$ cat src/rtl/tmr_pkg.sv
`timescale 1ns/1ps
// Package: register word addresses and control bit positions shared by the
// timer top level and its bench. Assumes a 4-bit word address.
package tmr_pkg;
    typedef enum logic [3:0] {
        A_CTRL     = 4'd0,
        A_DIV      = 4'd1,
        A_ALM_LO   = 4'd2,
        A_ALM_HI   = 4'd3,
        A_RLD_LO   = 4'd4,
        A_RLD_HI   = 4'd5,
        A_SNAP_REQ = 4'd6,
        A_SNAP_LO  = 4'd7,
        A_SNAP_HI  = 4'd8,
        A_LOAD     = 4'd9,
        A_INT_EN   = 4'd10,
        A_INT_RAW  = 4'd11,
        A_INT_CLR  = 4'd12
    } reg_addr_e;

    localparam int CTL_RUN = 0;
    localparam int CTL_UP  = 1;
    localparam int CTL_ARM = 2;
    localparam int CTL_AR  = 3;
endpackage

$ cat src/rtl/tmr_prescaler.sv
`timescale 1ns/1ps
// Module: tmr_prescaler
// Emits a one-cycle tick every N enabled clocks, where N comes from the
// divide field. A field of 0 means 2**DIV_W, and a field of 1 is raised to 2.
// Assumes restart is a single-cycle strobe from a divide-field write.
module tmr_prescaler #(
    parameter int DIV_W = 16
) (
    input  logic             clk,
    input  logic             rst_n,
    input  logic             run,
    input  logic             restart,
    input  logic [DIV_W-1:0] div_field,
    output logic             tick
);
    logic [DIV_W-1:0] phase_q;
    logic [DIV_W-1:0] last_phase;

    // Map the divide field to the terminal phase value (N-1).
    always_comb begin
        if (div_field == '0)
            last_phase = '1;
        else if (div_field == DIV_W'(1))
            last_phase = DIV_W'(1);
        else
            last_phase = div_field - DIV_W'(1);
    end

    assign tick = run && (phase_q == last_phase);

    // Phase counter: cleared by restart, advances only while running.
    always_ff @(posedge clk) begin
        if (!rst_n)
            phase_q <= '0;
        else if (restart)
            phase_q <= '0;
        else if (run)
            phase_q <= tick ? '0 : phase_q + DIV_W'(1);
    end


    phase_restart_chk: assert property (@(posedge clk) disable iff (!rst_n)
        restart |=> !tick);
endmodule

$ cat src/rtl/tmr_snapshot.sv
`timescale 1ns/1ps
// Module: tmr_snapshot
// Models the register-side copy of the live count. A request marks the
// block busy. LAT edges later the live value is latched and busy drops.
// Assumes LAT >= 1. Requests made while busy are dropped.
module tmr_snapshot #(
    parameter int W   = 54,
    parameter int LAT = 3
) (
    input  logic         clk,
    input  logic         rst_n,
    input  logic         req,
    input  logic [W-1:0] live,
    output logic         busy,
    output logic [W-1:0] snap
);
    localparam int DLY_W = (LAT < 2) ? 1 : $clog2(LAT);

    logic [DLY_W-1:0] dly_q;

    // Busy/delay sequencer and snapshot latch.
    always_ff @(posedge clk) begin
        if (!rst_n) begin
            busy  <= 1'b0;
            dly_q <= '0;
            snap  <= '0;
        end else if (busy) begin
            if (dly_q == '0) begin
                snap <= live;
                busy <= 1'b0;
            end else begin
                dly_q <= dly_q - DLY_W'(1);
            end
        end else if (req) begin
            busy  <= 1'b1;
            dly_q <= DLY_W'(LAT - 1);
        end
    end


    snap_fresh_chk: assert property (@(posedge clk) disable iff (!rst_n)
        $fell(busy) |-> snap == $past(live));
endmodule

$ cat src/rtl/tmr_counter.sv
`timescale 1ns/1ps
// Module: tmr_counter
// Holds the up/down count and the alarm comparator. Update priority is
// explicit load, then alarm auto-reload, then a prescaler step.
// Assumes ALM_W >= W so that the count compares zero-extended.
module tmr_counter #(
    parameter int W     = 54,
    parameter int ALM_W = 64
) (
    input  logic             clk,
    input  logic             rst_n,
    input  logic             tick,
    input  logic             up,
    input  logic             load,
    input  logic             armed,
    input  logic             autoreload,
    input  logic [W-1:0]     reload_val,
    input  logic [ALM_W-1:0] alarm_val,
    output logic             hit,
    output logic [W-1:0]     cnt
);
    localparam int PAD = ALM_W - W;

    assign hit = armed && ({{PAD{1'b0}}, cnt} == alarm_val);

    // Count register with load / reload / step priority.
    always_ff @(posedge clk) begin
        if (!rst_n)
            cnt <= '0;
        else if (load || (hit && autoreload))
            cnt <= reload_val;
        else if (tick)
            cnt <= up ? cnt + W'(1) : cnt - W'(1);
    end


    step_up_chk: assert property (@(posedge clk) disable iff (!rst_n)
        (tick && up && !load && !(hit && autoreload)) |=> cnt == $past(cnt) + W'(1));

    step_down_chk: assert property (@(posedge clk) disable iff (!rst_n)
        (tick && !up && !load && !(hit && autoreload)) |=> cnt == $past(cnt) - W'(1));

    force_load_chk: assert property (@(posedge clk) disable iff (!rst_n)
        load |=> cnt == $past(reload_val));

    auto_reload_chk: assert property (@(posedge clk) disable iff (!rst_n)
        (hit && autoreload) |=> cnt == $past(reload_val));
endmodule

$ cat src/rtl/gp_alarm_timer.sv
`timescale 1ns/1ps
// Module: gp_alarm_timer
// A single prescaled up/down alarm timer with a register file, a snapshot
// handshake, hardware task inputs and a maskable alarm interrupt.
// Assumes one clock for registers and counter, and 33 <= CNT_W <= 63.
module gp_alarm_timer
    import tmr_pkg::*;
#(
    parameter int CNT_W    = 54,
    parameter int DIV_W    = 16,
    parameter int SYNC_LAT = 3
) (
    input  logic        clk,
    input  logic        rst_n,
    input  logic        bus_wr,
    input  logic [3:0]  bus_addr,
    input  logic [31:0] bus_wdata,
    output logic [31:0] bus_rdata,
    input  logic        task_start,
    input  logic        task_stop,
    input  logic        task_arm,
    input  logic        task_reload,
    input  logic        task_capture,
    output logic        alarm_evt,
    output logic        irq
);
    localparam int HI_W  = CNT_W - 32;
    localparam int ALM_W = 64;

    logic             run_q, up_q, arm_q, ar_q, ien_q, raw_q;
    logic [DIV_W-1:0] div_q;
    logic [ALM_W-1:0] alm_q;
    logic [CNT_W-1:0] rld_q;
    logic             wr_ctrl, wr_div, do_load, snap_req, clr_req;
    logic             tick, hit, snap_busy;
    logic [CNT_W-1:0] cnt, snap;

    assign wr_ctrl  = bus_wr && (bus_addr == A_CTRL);
    assign wr_div   = bus_wr && (bus_addr == A_DIV);
    assign do_load  = (bus_wr && (bus_addr == A_LOAD) && bus_wdata[0]) || task_reload;
    assign snap_req = (bus_wr && (bus_addr == A_SNAP_REQ) && bus_wdata[0]) || task_capture;
    assign clr_req  = bus_wr && (bus_addr == A_INT_CLR) && bus_wdata[0];

    // Configuration registers written directly by the bus.
    always_ff @(posedge clk) begin
        if (!rst_n) begin
            up_q  <= 1'b0;
            ar_q  <= 1'b0;
            ien_q <= 1'b0;
            div_q <= DIV_W'(2);
            alm_q <= '0;
            rld_q <= '0;
        end else if (bus_wr) begin
            case (reg_addr_e'(bus_addr))
                A_CTRL:   begin up_q <= bus_wdata[CTL_UP]; ar_q <= bus_wdata[CTL_AR]; end
                A_DIV:    div_q <= bus_wdata[DIV_W-1:0];
                A_ALM_LO: alm_q[31:0] <= bus_wdata;
                A_ALM_HI: alm_q[63:32] <= bus_wdata;
                A_RLD_LO: rld_q[31:0] <= bus_wdata;
                A_RLD_HI: rld_q[CNT_W-1:32] <= bus_wdata[HI_W-1:0];
                A_INT_EN: ien_q <= bus_wdata[0];
                default:  ;
            endcase
        end
    end

    // Run bit: bus write, then stop task, then start task.
    always_ff @(posedge clk) begin
        if (!rst_n)          run_q <= 1'b0;
        else if (wr_ctrl)    run_q <= bus_wdata[CTL_RUN];
        else if (task_stop)  run_q <= 1'b0;
        else if (task_start) run_q <= 1'b1;
    end

    // Arm bit: self-clears on a hit, else bus write, else arm task.
    always_ff @(posedge clk) begin
        if (!rst_n)        arm_q <= 1'b0;
        else if (hit)      arm_q <= 1'b0;
        else if (wr_ctrl)  arm_q <= bus_wdata[CTL_ARM];
        else if (task_arm) arm_q <= 1'b1;
    end

    // Raw interrupt status: a hit wins over a clear in the same cycle.
    always_ff @(posedge clk) begin
        if (!rst_n)       raw_q <= 1'b0;
        else if (hit)     raw_q <= 1'b1;
        else if (clr_req) raw_q <= 1'b0;
    end

    tmr_prescaler #(.DIV_W(DIV_W)) u_presc (
        .clk(clk), .rst_n(rst_n), .run(run_q), .restart(wr_div),
        .div_field(div_q), .tick(tick)
    );

    tmr_counter #(.W(CNT_W), .ALM_W(ALM_W)) u_cnt (
        .clk(clk), .rst_n(rst_n), .tick(tick), .up(up_q), .load(do_load),
        .armed(arm_q), .autoreload(ar_q), .reload_val(rld_q),
        .alarm_val(alm_q), .hit(hit), .cnt(cnt)
    );

    tmr_snapshot #(.W(CNT_W), .LAT(SYNC_LAT)) u_snap (
        .clk(clk), .rst_n(rst_n), .req(snap_req), .live(cnt),
        .busy(snap_busy), .snap(snap)
    );

    assign alarm_evt = hit;
    assign irq       = raw_q && ien_q;

    // Read data multiplexer.
    always_comb begin
        bus_rdata = '0;
        case (reg_addr_e'(bus_addr))
            A_CTRL:     bus_rdata = {28'd0, ar_q, arm_q, up_q, run_q};
            A_DIV:      bus_rdata = {{(32-DIV_W){1'b0}}, div_q};
            A_ALM_LO:   bus_rdata = alm_q[31:0];
            A_ALM_HI:   bus_rdata = alm_q[63:32];
            A_RLD_LO:   bus_rdata = rld_q[31:0];
            A_RLD_HI:   bus_rdata = {{(32-HI_W){1'b0}}, rld_q[CNT_W-1:32]};
            A_SNAP_REQ: bus_rdata = {31'd0, snap_busy};
            A_SNAP_LO:  bus_rdata = snap[31:0];
            A_SNAP_HI:  bus_rdata = {{(32-HI_W){1'b0}}, snap[CNT_W-1:32]};
            A_INT_EN:   bus_rdata = {31'd0, ien_q};
            A_INT_RAW:  bus_rdata = {31'd0, raw_q};
            default:    bus_rdata = '0;
        endcase
    end


    alarm_disarm_chk: assert property (@(posedge clk) disable iff (!rst_n)
        alarm_evt |=> !arm_q);

    raw_set_chk: assert property (@(posedge clk) disable iff (!rst_n)
        alarm_evt |=> raw_q);

    task_stop_chk: assert property (@(posedge clk) disable iff (!rst_n)
        (task_stop && !wr_ctrl) |=> !run_q);
endmodule

$ cat config.mk
export PLATFORM = sky130hd
export DESIGN_NAME = gp_alarm_timer
export DESIGN_NICKNAME = d
export VERILOG_FILES = /design/src/rtl/tmr_pkg.sv /design/src/rtl/tmr_prescaler.sv /design/src/rtl/tmr_snapshot.sv /design/src/rtl/tmr_counter.sv /design/src/rtl/gp_alarm_timer.sv
export SDC_FILE = /design/constraint.sdc
export NUM_CORES = 1
export LEC_CHECK = 0
export ABC_CLOCK_PERIOD_IN_PS = 5400
export BUFFER_PORTS_ARGS = -buffer_cell sky130_fd_sc_hd__buf_2
export CAP_MARGIN = 40
export CELL_PAD_IN_SITES_DETAIL_PLACEMENT = 0
export CELL_PAD_IN_SITES_GLOBAL_PLACEMENT = 1
export CORE_MARGIN = 5
export CORE_UTILIZATION = 40
export CTS_BUF_LIST = sky130_fd_sc_hd__clkbuf_4
export DETAILED_ROUTE_END_ITERATION = 8
export PLACE_DENSITY_LB_ADDON = 0.1
export SLEW_MARGIN = 20
export SYNTH_ARGS = -nofsm -noshare
export SYNTH_HDL_FRONTEND = slang
export SYNTH_SLANG_ARGS = --single-unit
$ cat constraint.sdc
create_clock -name clk -period 5.4 [get_ports clk]
set_input_delay 1.62 -clock clk [delete_from_list [all_inputs] [get_ports clk]]
set_output_delay 1.62 -clock clk [all_outputs]
set_load 0.005 [all_outputs]
Word level (Yosys, flattened, before mapping)
Index checks and enable logic that the tools add are counted.
Widths: inputs -> output; s select.

storage, ports and cells
  register bits after elaboration = 267
  output and inout bits = 34
  logic and storage cells = 92

operators by class
  add/subtract/negate cells = 5
  eq/ne operators = 16
  multiplexer cells = 20
  bitwise gates (word level) = 1
  reduce and logical (&&, ||, !) cells = 34

operators with widths
  operator               number
  $pmux 32 s11           1
  $mux 54                3
  $eq 54x64->1           1
  $add 54x1->54 const B  1
  $sub 54x1->54 const B  1
  $mux 16                3
  $eq 4x4->1 const B     5
  $reduce_and 2->1       9
  $add 16x1->16 const B  1
  $eq 16x1->1 const B    1
  $eq 16x16->1           1
  $eq 4x3->1 const B     4
  $logic_not 16->1       1
  $sub 16x1->16 const B  1
  $logic_and 1x1->1      12
  $mux 1                 10
  $eq 4x2->1 const B     2
  $reduce_bool 2->1      4
  $mux 2                 3
  $eq 4x1->1 const B     1
  $logic_not 4->1        1
  $reduce_or 2->1        2
  $logic_or 1x1->1       3
  $reduce_bool 3->1      1
  4 further kinds        4

Depth between registers and ports, before layout
Gate-level depths: netlist of the first run.

  depth after elaboration = 7
  depth in mapped cells = 14
  depth with buffers taken out = 11

Hierarchy
From an unflattened synthesis of the first run, not the netlist that was laid out.

second synthesis, totals
  cells, all modules = 2140
  area total of the unflattened synthesis = 16694.8 um^2

by module, submodules not included
  module          times used  cells an instance  area each (um^2)  sequential area each (um^2)
  gp_alarm_timer  1           835                6518.8            2802.7
  tmr_counter     1           833                6241.0            1081.0
  tmr_snapshot    1           247                2234.6            1141.1
  tmr_prescaler   1           225                1700.4            320.3

Least setup slack after synthesis of the first run
Ideal clock, no wire load.

  path kind = input to output
  start = in bus_addr[1]
  end = out bus_rdata[21]
  arrival time = 3.429 ns
  path slack = 0.351 ns
  stages = 7
  cell sequence = clkbuf_1 > nand2_1 > nor3_1 > clkbuf_1 > buf_1 > a22oi_1 > nand3_1

between the ends
  longest elaborated chain between the ends = 2
  elaborated cells between the ends (all ways) = 12
  classes of those cells = 10 x eq/ne; 1 x mux; 1 x reduce/logical

ends and longest elaborated chain
  element                                   line                   source
  from (decl)                               gp_alarm_timer.sv:16   input logic [3:0] bus_addr,
  $eq 4x4->1, or another cell as far along  gp_alarm_timer.sv:112  case (reg_addr_e'(bus_addr))
  $pmux 32 s11 (*)                          gp_alarm_timer.sv:112
  to (decl)                                 gp_alarm_timer.sv:18   output logic [31:0] bus_rdata,

Every way passes the cells marked *; elsewhere a longest branch is shown, timed or not.

Final worst setup path of the first run
  start = reg u_cnt.cnt[0]
  end = out alarm_evt

between the ends
  longest elaborated chain between the ends = 2

ends and longest elaborated chain
  element                 line                  source
  from (decl)             tmr_counter.sv:20     output logic [W-1:0] cnt
  from (signal assigned)  tmr_counter.sv:31     cnt <= reload_val;
  from (signal assigned)  tmr_counter.sv:33     cnt <= up ? cnt + W'(1) : cnt - W'(1);
  $eq 54x64->1            tmr_counter.sv:24     assign hit = armed && ({{PAD{1'b0}}, cnt} == alarm_val);
  $logic_and 1x1->1       tmr_counter.sv:24
  to (decl)               gp_alarm_timer.sv:24  output logic alarm_evt,

Every way passes these cells.

==> results.cfg, run 1 <==
[status]
outcome = finished clean

[floorplan]
num_io_pins = 78
core_area_um2 = 39500
die_height_um = 209
initial_utilization_pct = 40.2
core.rowCount = 73
fp.dieArea_um2 = 43900
chipWidth_um = 209

[yosys]
synth.yosys.seq_area_share_pct = 33.6
synthesis.yosys.warnings = 0
synthesis.instances = 2114
synthDistinctLibCells = 75
synth.avg_cell_area_um2 = 7.53
synth_enable_flop_cells = 0
mappedNetlistArea_um2 = 15900
synth_ff_type = dfxtp_1
synth_async_sr_flop_share_pct = 0
ys_seq_elements = 267
mappedNetlistNets = 2215

[grt]
grt_start_max_net_pins = 78
gr-usage-all-layers_pct = 28.0
grt_overflow = 0
grt_antenna_before_repair = 2
wire_length_of_the_first_global_routing_pass_um = 95600
grt_pass1_vias = 15300

[sta]
grt_setup_unrepaired = false
slew_violations = 0
maxSlewHeadroom_pct = 44.8
report.final.setup_viol = 0
post-route-period-util_pct = 93.2
final.min_clock_period_ps = 5040
worst_slew_pin_slew_ps = 828
timing.setup.tns_ps = 0
hold_viol = 0
worst_clock_skew_ps = 45.5
max_freq_mhz = 199

[clock_tree]
clockBufferDepth = 3
clock_latency_ps = 760
cts_hold_buffers = 0
cts_setup_buffers = 0
cts_root_buffer = clkbuf_4
post_cts_resize_count = 0
htree_levels = 3
cts-buffers-inserted = 75
clock_sinks = 267
tritoncts = done
clkSlewWorstSetupHoldPaths_ps = 70

[drt]
routed_wl_um = 64200
initialDrtViolationCount = 1435
ant_nets = 0
dr.pass1.iters = 6
routed_wire_length_per_instance_um = 23.4
routed_via_density = 5.95
drc = 0
vias = 16400

[pwr]
peakVddDrop_v = 0.000111
p_leak_nw = 7.01
power.density_cell_area_nw_per_um2 = 271

[setup_path]
required_time_at_the_worst_slack_endpoint_ps = 3780
crit_path_end_kind = primary output
critical_path_peak_fanout = 6
criticalPathCategory = register to primary output
timing.critical_path.from_type = register
critPathArrivalTime_ps = 3420

[layout]
area_growth_pct = 11.9
layout_cells_sized_above_1_pct = 12.4
layout.nets = 2274
post-route-util_pct = 45.0

[placed_design]
port_buffers = 77
post-dp-hpwl_um = 46600
routability_driven_placement_congestion_ratio = 0.946

[worst_hold_path]
min_path_type = register to register

[job]
drv.max_cap_violation_count = 0
## worst max-delay path: stages (launching register included)
cell and delay, ps:
dfxtp_1 580, xor2_1 190, nor4_1 500, nand4_1 170, or4_1 540, nor3_1 310
buf_4 240, buf_2 130
## cell usage after synthesis, drive strengths merged, types with 7 or more instances
master   count  area share, %
mux2         8           0.57
xor2        79            4.3
or4         11           0.57
o31ai       17           0.80
nor3        43            1.4
a22oi       49            2.3
or3          8           0.31
ha          56            4.4
mux2i       42            2.6
o21ai       61            1.9
nand4       36            1.4
nand3       62            2.0
a31oi       11           0.43
a221o       11           0.69
clkbuf     125            2.9
nand2b      13           0.51
buf         19           0.89
a21o        17           0.80
o21a         7           0.33
xnor2       50            2.8
o21bai       7           0.33
nor4        25           0.98
a2111oi      7           0.54
a21oi      268            8.4
and2        13           0.51
inv         32           0.75
nor2       115            2.7
o211ai      13           0.61
dfxtp      267             34
a222oi      10           0.63
a22o        24            1.3
nand2      489             12
a211oi      32            1.5
and3        11           0.43
## worst paths after layout
path | startpoint | end | slack [ps] | depth (start not counted)
min reg2reg | u_snap.snap[2] | u_snap.snap[2] | 460 | 2
min | u_snap.snap[2] | u_snap.snap[2] | 460 | 2
max | u_cnt.cnt[0] | alarm_evt | 360 | 7
max reg2reg | div_q[1] | u_cnt.cnt[43] | 1200 | 14
## layout by cell type, fill, tap and decap left out, types with 9 or more instances in the layout
master      n
a31oi_1    11
xor2_1     79
nor4_1     23
a21oi_1   267
and3_1     11
o211ai_1   13
inv_1      30
a222oi_1   10
buf_2      77
nor3_1     39
clkinv_1   12
a221o_1    11
a22o_1     24
o31ai_1    17
ha_1       56
dfxtp_1   267
nand3_1    62
buf_4      43
nand2_1   486
a22oi_1    49
o21ai_0    53
xnor2_1    50
clkbuf_4  108
or4_1       9
a211oi_1   32
and2_1     11
nor2_1    112
nand2b_1   13
mux2i_1    42
a21o_1     17
nand4_1    36
## layout make-up
type	count	area, µm²
Antenna cell	3	7.51
Clock inverter	18	149
Fill cell	4167	21700
Sequential cell	267	5350
Timing Repair Buffer	126	813
Clock buffer	108	811
Inverter	32	125
Tap cell	525	657
Multi-Input combinational cell	1671	9900
## stage by stage
| step | worst slack (ps) | power, mW | instance area [µm²] | hold slack, ps | std cells |
|---|---|---|---|---|---|
| 5_1_grt | 326 | 5.04 | 17800 | 475 | 2750 |
| 6_report | 365 | 4.83 | 17800 | 455 | 2750 |
| 2_1_floorplan | 351 | 2.62 | 15900 | 436 | 2114 |
| 4_1_cts | 322 | 4.85 | 17800 | 455 | 2746 |
| 3_5_place_dp | 482 | 2.91 | 16800 | 447 | 2620 |
| 3_3_place_gp | 512 | 2.90 | 16800 | 447 | 2617 |
## where the power goes
part           switching, mW  total, mW  internal (mW)
logic                  0.534      0.826          0.292
clock network          0.893       1.95           1.05
registers             0.0520       2.06           2.00
## flip-flops by register name, indices dropped and copies added (netlist names), 2 cells and up
register,flops
alm_q,64
div_q,16
rld_q,54
u_cnt.cnt,54
u_presc.phase_q,16
u_snap.dly_q,2
u_snap.snap,54
## kinds of logic after synthesis
| logic type | count (synthesis) | synth area share [%] |
|---|---|---|
| simple gates | 857 | 23.9 |
| compound gates | 578 | 23.1 |
| mux | 50 | 3.21 |
| fa+ha+maj | 57 | 4.53 |
| buf+inv | 176 | 4.59 |
| xor+xnor | 129 | 7.10 |
| flops | 267 | 33.6 |
## per-layer routing
metal / routed length [µm] / GRT usage (%) / vias to the layer above
li1: - / - / 7699
met1: 29100 / 39.9 / 7890
met2: 28300 / 42.8 / 666
met3: 5320 / 5.96 / 118
met4: 1560 / 7.97 / 0
met5: 0 / 0 / -
(Power assumes the default switching activity.)
==> run 2, diff against run 1 <==
--- a/config.mk
+++ b/config.mk
@@ -11,7 +11,7 @@
 export CELL_PAD_IN_SITES_DETAIL_PLACEMENT = 0
 export CELL_PAD_IN_SITES_GLOBAL_PLACEMENT = 1
 export CORE_MARGIN = 5
-export CORE_UTILIZATION = 40
+export CORE_UTILIZATION = 48
 export CTS_BUF_LIST = sky130_fd_sc_hd__clkbuf_4
 export DETAILED_ROUTE_END_ITERATION = 8
 export PLACE_DENSITY_LB_ADDON = 0.1
==> results.cfg, run 2 (synthesized netlist as in run 1, its figures left out) <==
[drt]
ant_nets = 0
dr.pass1.iters = 6
routed_via_density = 6.13
initialDrtViolationCount = 1715
drc = 0
vias = 16300
routed_wire_length_per_instance_um = 22.6
routed_wl_um = 60000

[sta]
hold_viol = 0
slew_violations = 0
post-route-period-util_pct = 90.7
final.min_clock_period_ps = 4900
max_freq_mhz = 204
maxSlewHeadroom_pct = 45.9
worst_clock_skew_ps = 32.2
report.final.setup_viol = 0
grt_setup_unrepaired = false
worst_slew_pin_slew_ps = 810
final.setup.worst_slack_ps = 504
timing.setup.tns_ps = 0

[setup_path]
reg2reg_from = div_q[1]
critPathArrivalTime_ps = 3280
critical_path_peak_fanout = 20
r2r-end = u_cnt.cnt[33]
criticalPathCategory = input pin to primary output
required_time_at_the_worst_slack_endpoint_ps = 3780
r2r_setup_slack_ps = 920
timing.critical_path.from_type = input pin
timing.reg2reg.worst_path_depth = 12
crit_path_end_kind = primary output

[status]
outcome = finished clean

[placed_design]
port_buffers = 77
detailedPlace.worstSlack_ps = 556
dpl_cell_area_um2 = 16700
routability_driven_placement_congestion_ratio = 0.935
post-dp-hpwl_um = 43300

[pwr]
share_of_total_power_in_the_clock_network_pct = 38.6
intPower_mw = 3.22
power.density_cell_area_nw_per_um2 = 264
peakVddDrop_v = 0.000140
pwr-share-seq_pct = 44.3
p_leak_nw = 6.93
comb_power_share_pct = 17.1
report.power.total_mw = 4.64
p_sw_share_pct = 30.7
power.switching_mw = 1.42

[clock_tree]
post_cts_resize_count = 0
cts_setup_buffers = 0
clock_sinks = 267
cts-buffers-inserted = 72
clkSlewWorstSetupHoldPaths_ps = 60
clockBufferDepth = 3
cts_hold_buffers = 0
tritoncts = done
cts_root_buffer = clkbuf_4
clock_latency_ps = 710
htree_levels = 3

[layout]
post-route-cell-area_um2 = 17500
layout_commonest_cell = nand2_1
most_used_cells_in_the_layout_excluding_fill_and_tap_cells = 486 x nand2_1, 267 x a21oi_1, 267 x dfxtp_1, 112 x nor2_1, 105 x clkbuf_4
layout_cells_sized_above_1_pct = 12.0
regMostFlops = alm_q
post-route-util_pct = 53.8
area_growth_pct = 10.3
layout.nets = 2266
largest_register_ffs = 64

[worst_hold_path]
hold_path_startpoint = u_snap.snap[36]
min_path_type = register to register
hold_depth = 2
destination_of_the_worst_hold_path = u_snap.snap[36]

[floorplan]
core_area_um2 = 32600
chipWidth_um = 192
die_height_um = 192
fp.dieArea_um2 = 36900
initial_utilization_pct = 48.8
core.rowCount = 66
num_io_pins = 78

[grt]
grt_pass1_vias = 15200
grt_antenna_before_repair = 2
grt_overflow = 0
gr-usage-all-layers_pct = 32.0
wire_length_of_the_first_global_routing_pass_um = 91100
grt_start_max_net_pins = 78

[job]
drv.max_cap_violation_count = 0
-- run 2: critical path, stage by stage --
cell and delay [ps]:
buf_2 390, inv_1 180, nand2_1 140, nor3_1 60
buf_4 210, a222oi_1 330, nand3_1 170, buf_2 170
-- run 2: worst max-delay path by stage --
| stage | start | endpoint | slack, ps | cells after the start |
|---|---|---|---|---|
| 2_1_floorplan | bus_addr[1] | bus_rdata[21] | 350 | 7 |
| 3_3_place_gp | bus_addr[1] | bus_rdata[7] | 620 | 7 |
| 3_5_place_dp | bus_addr[1] | bus_rdata[1] | 560 | 8 |
| 4_1_cts | bus_addr[1] | bus_rdata[1] | 540 | 8 |
| 5_1_grt | bus_addr[1] | bus_rdata[1] | 420 | 8 |
| 6_report | bus_addr[1] | bus_rdata[1] | 500 | 8 |
-- run 2: area by class of cell --
type	instances	area, µm²
Sequential cell	267	5350
Antenna cell	3	7.51
Fill cell	3274	15100
Timing Repair Buffer	121	761
Inverter	32	125
Tap cell	442	553
Multi-Input combinational cell	1671	9900
Clock buffer	105	788
Clock inverter	11	68.8
-- run 2: power groups by stage --
stage | logic (mW) | registers (mW) | clock network [mW]
finish | 0.791 | 2.05 | 1.79
global route | 0.862 | 2.06 | 1.93
CTS | 0.782 | 2.05 | 1.82
detailed placement | 0.780 | 2.10 | 0
global placement | 0.770 | 2.10 | 0
floorplan | 0.551 | 2.07 | 0
-- run 2: per-layer routing --
| metal | wire [µm] | GRT usage (%) |
|---|---|---|
| met1 | 26400 | 45.2 |
| met2 | 26300 | 49.2 |
| met3 | 5750 | 6.60 |
| met4 | 1510 | 9.98 |
| met5 | 0 | 0 |
-- run 2: through the flow --
| step | instances | hold slack [ps] |
|---|---|---|
| 3_5_place_dp | 2533 | 446 |
| 5_1_grt | 2651 | 478 |
| 4_1_cts | 2649 | 455 |
| 6_report | 2652 | 455 |
| 2_1_floorplan | 2114 | 436 |
| 3_3_place_gp | 2531 | 442 |
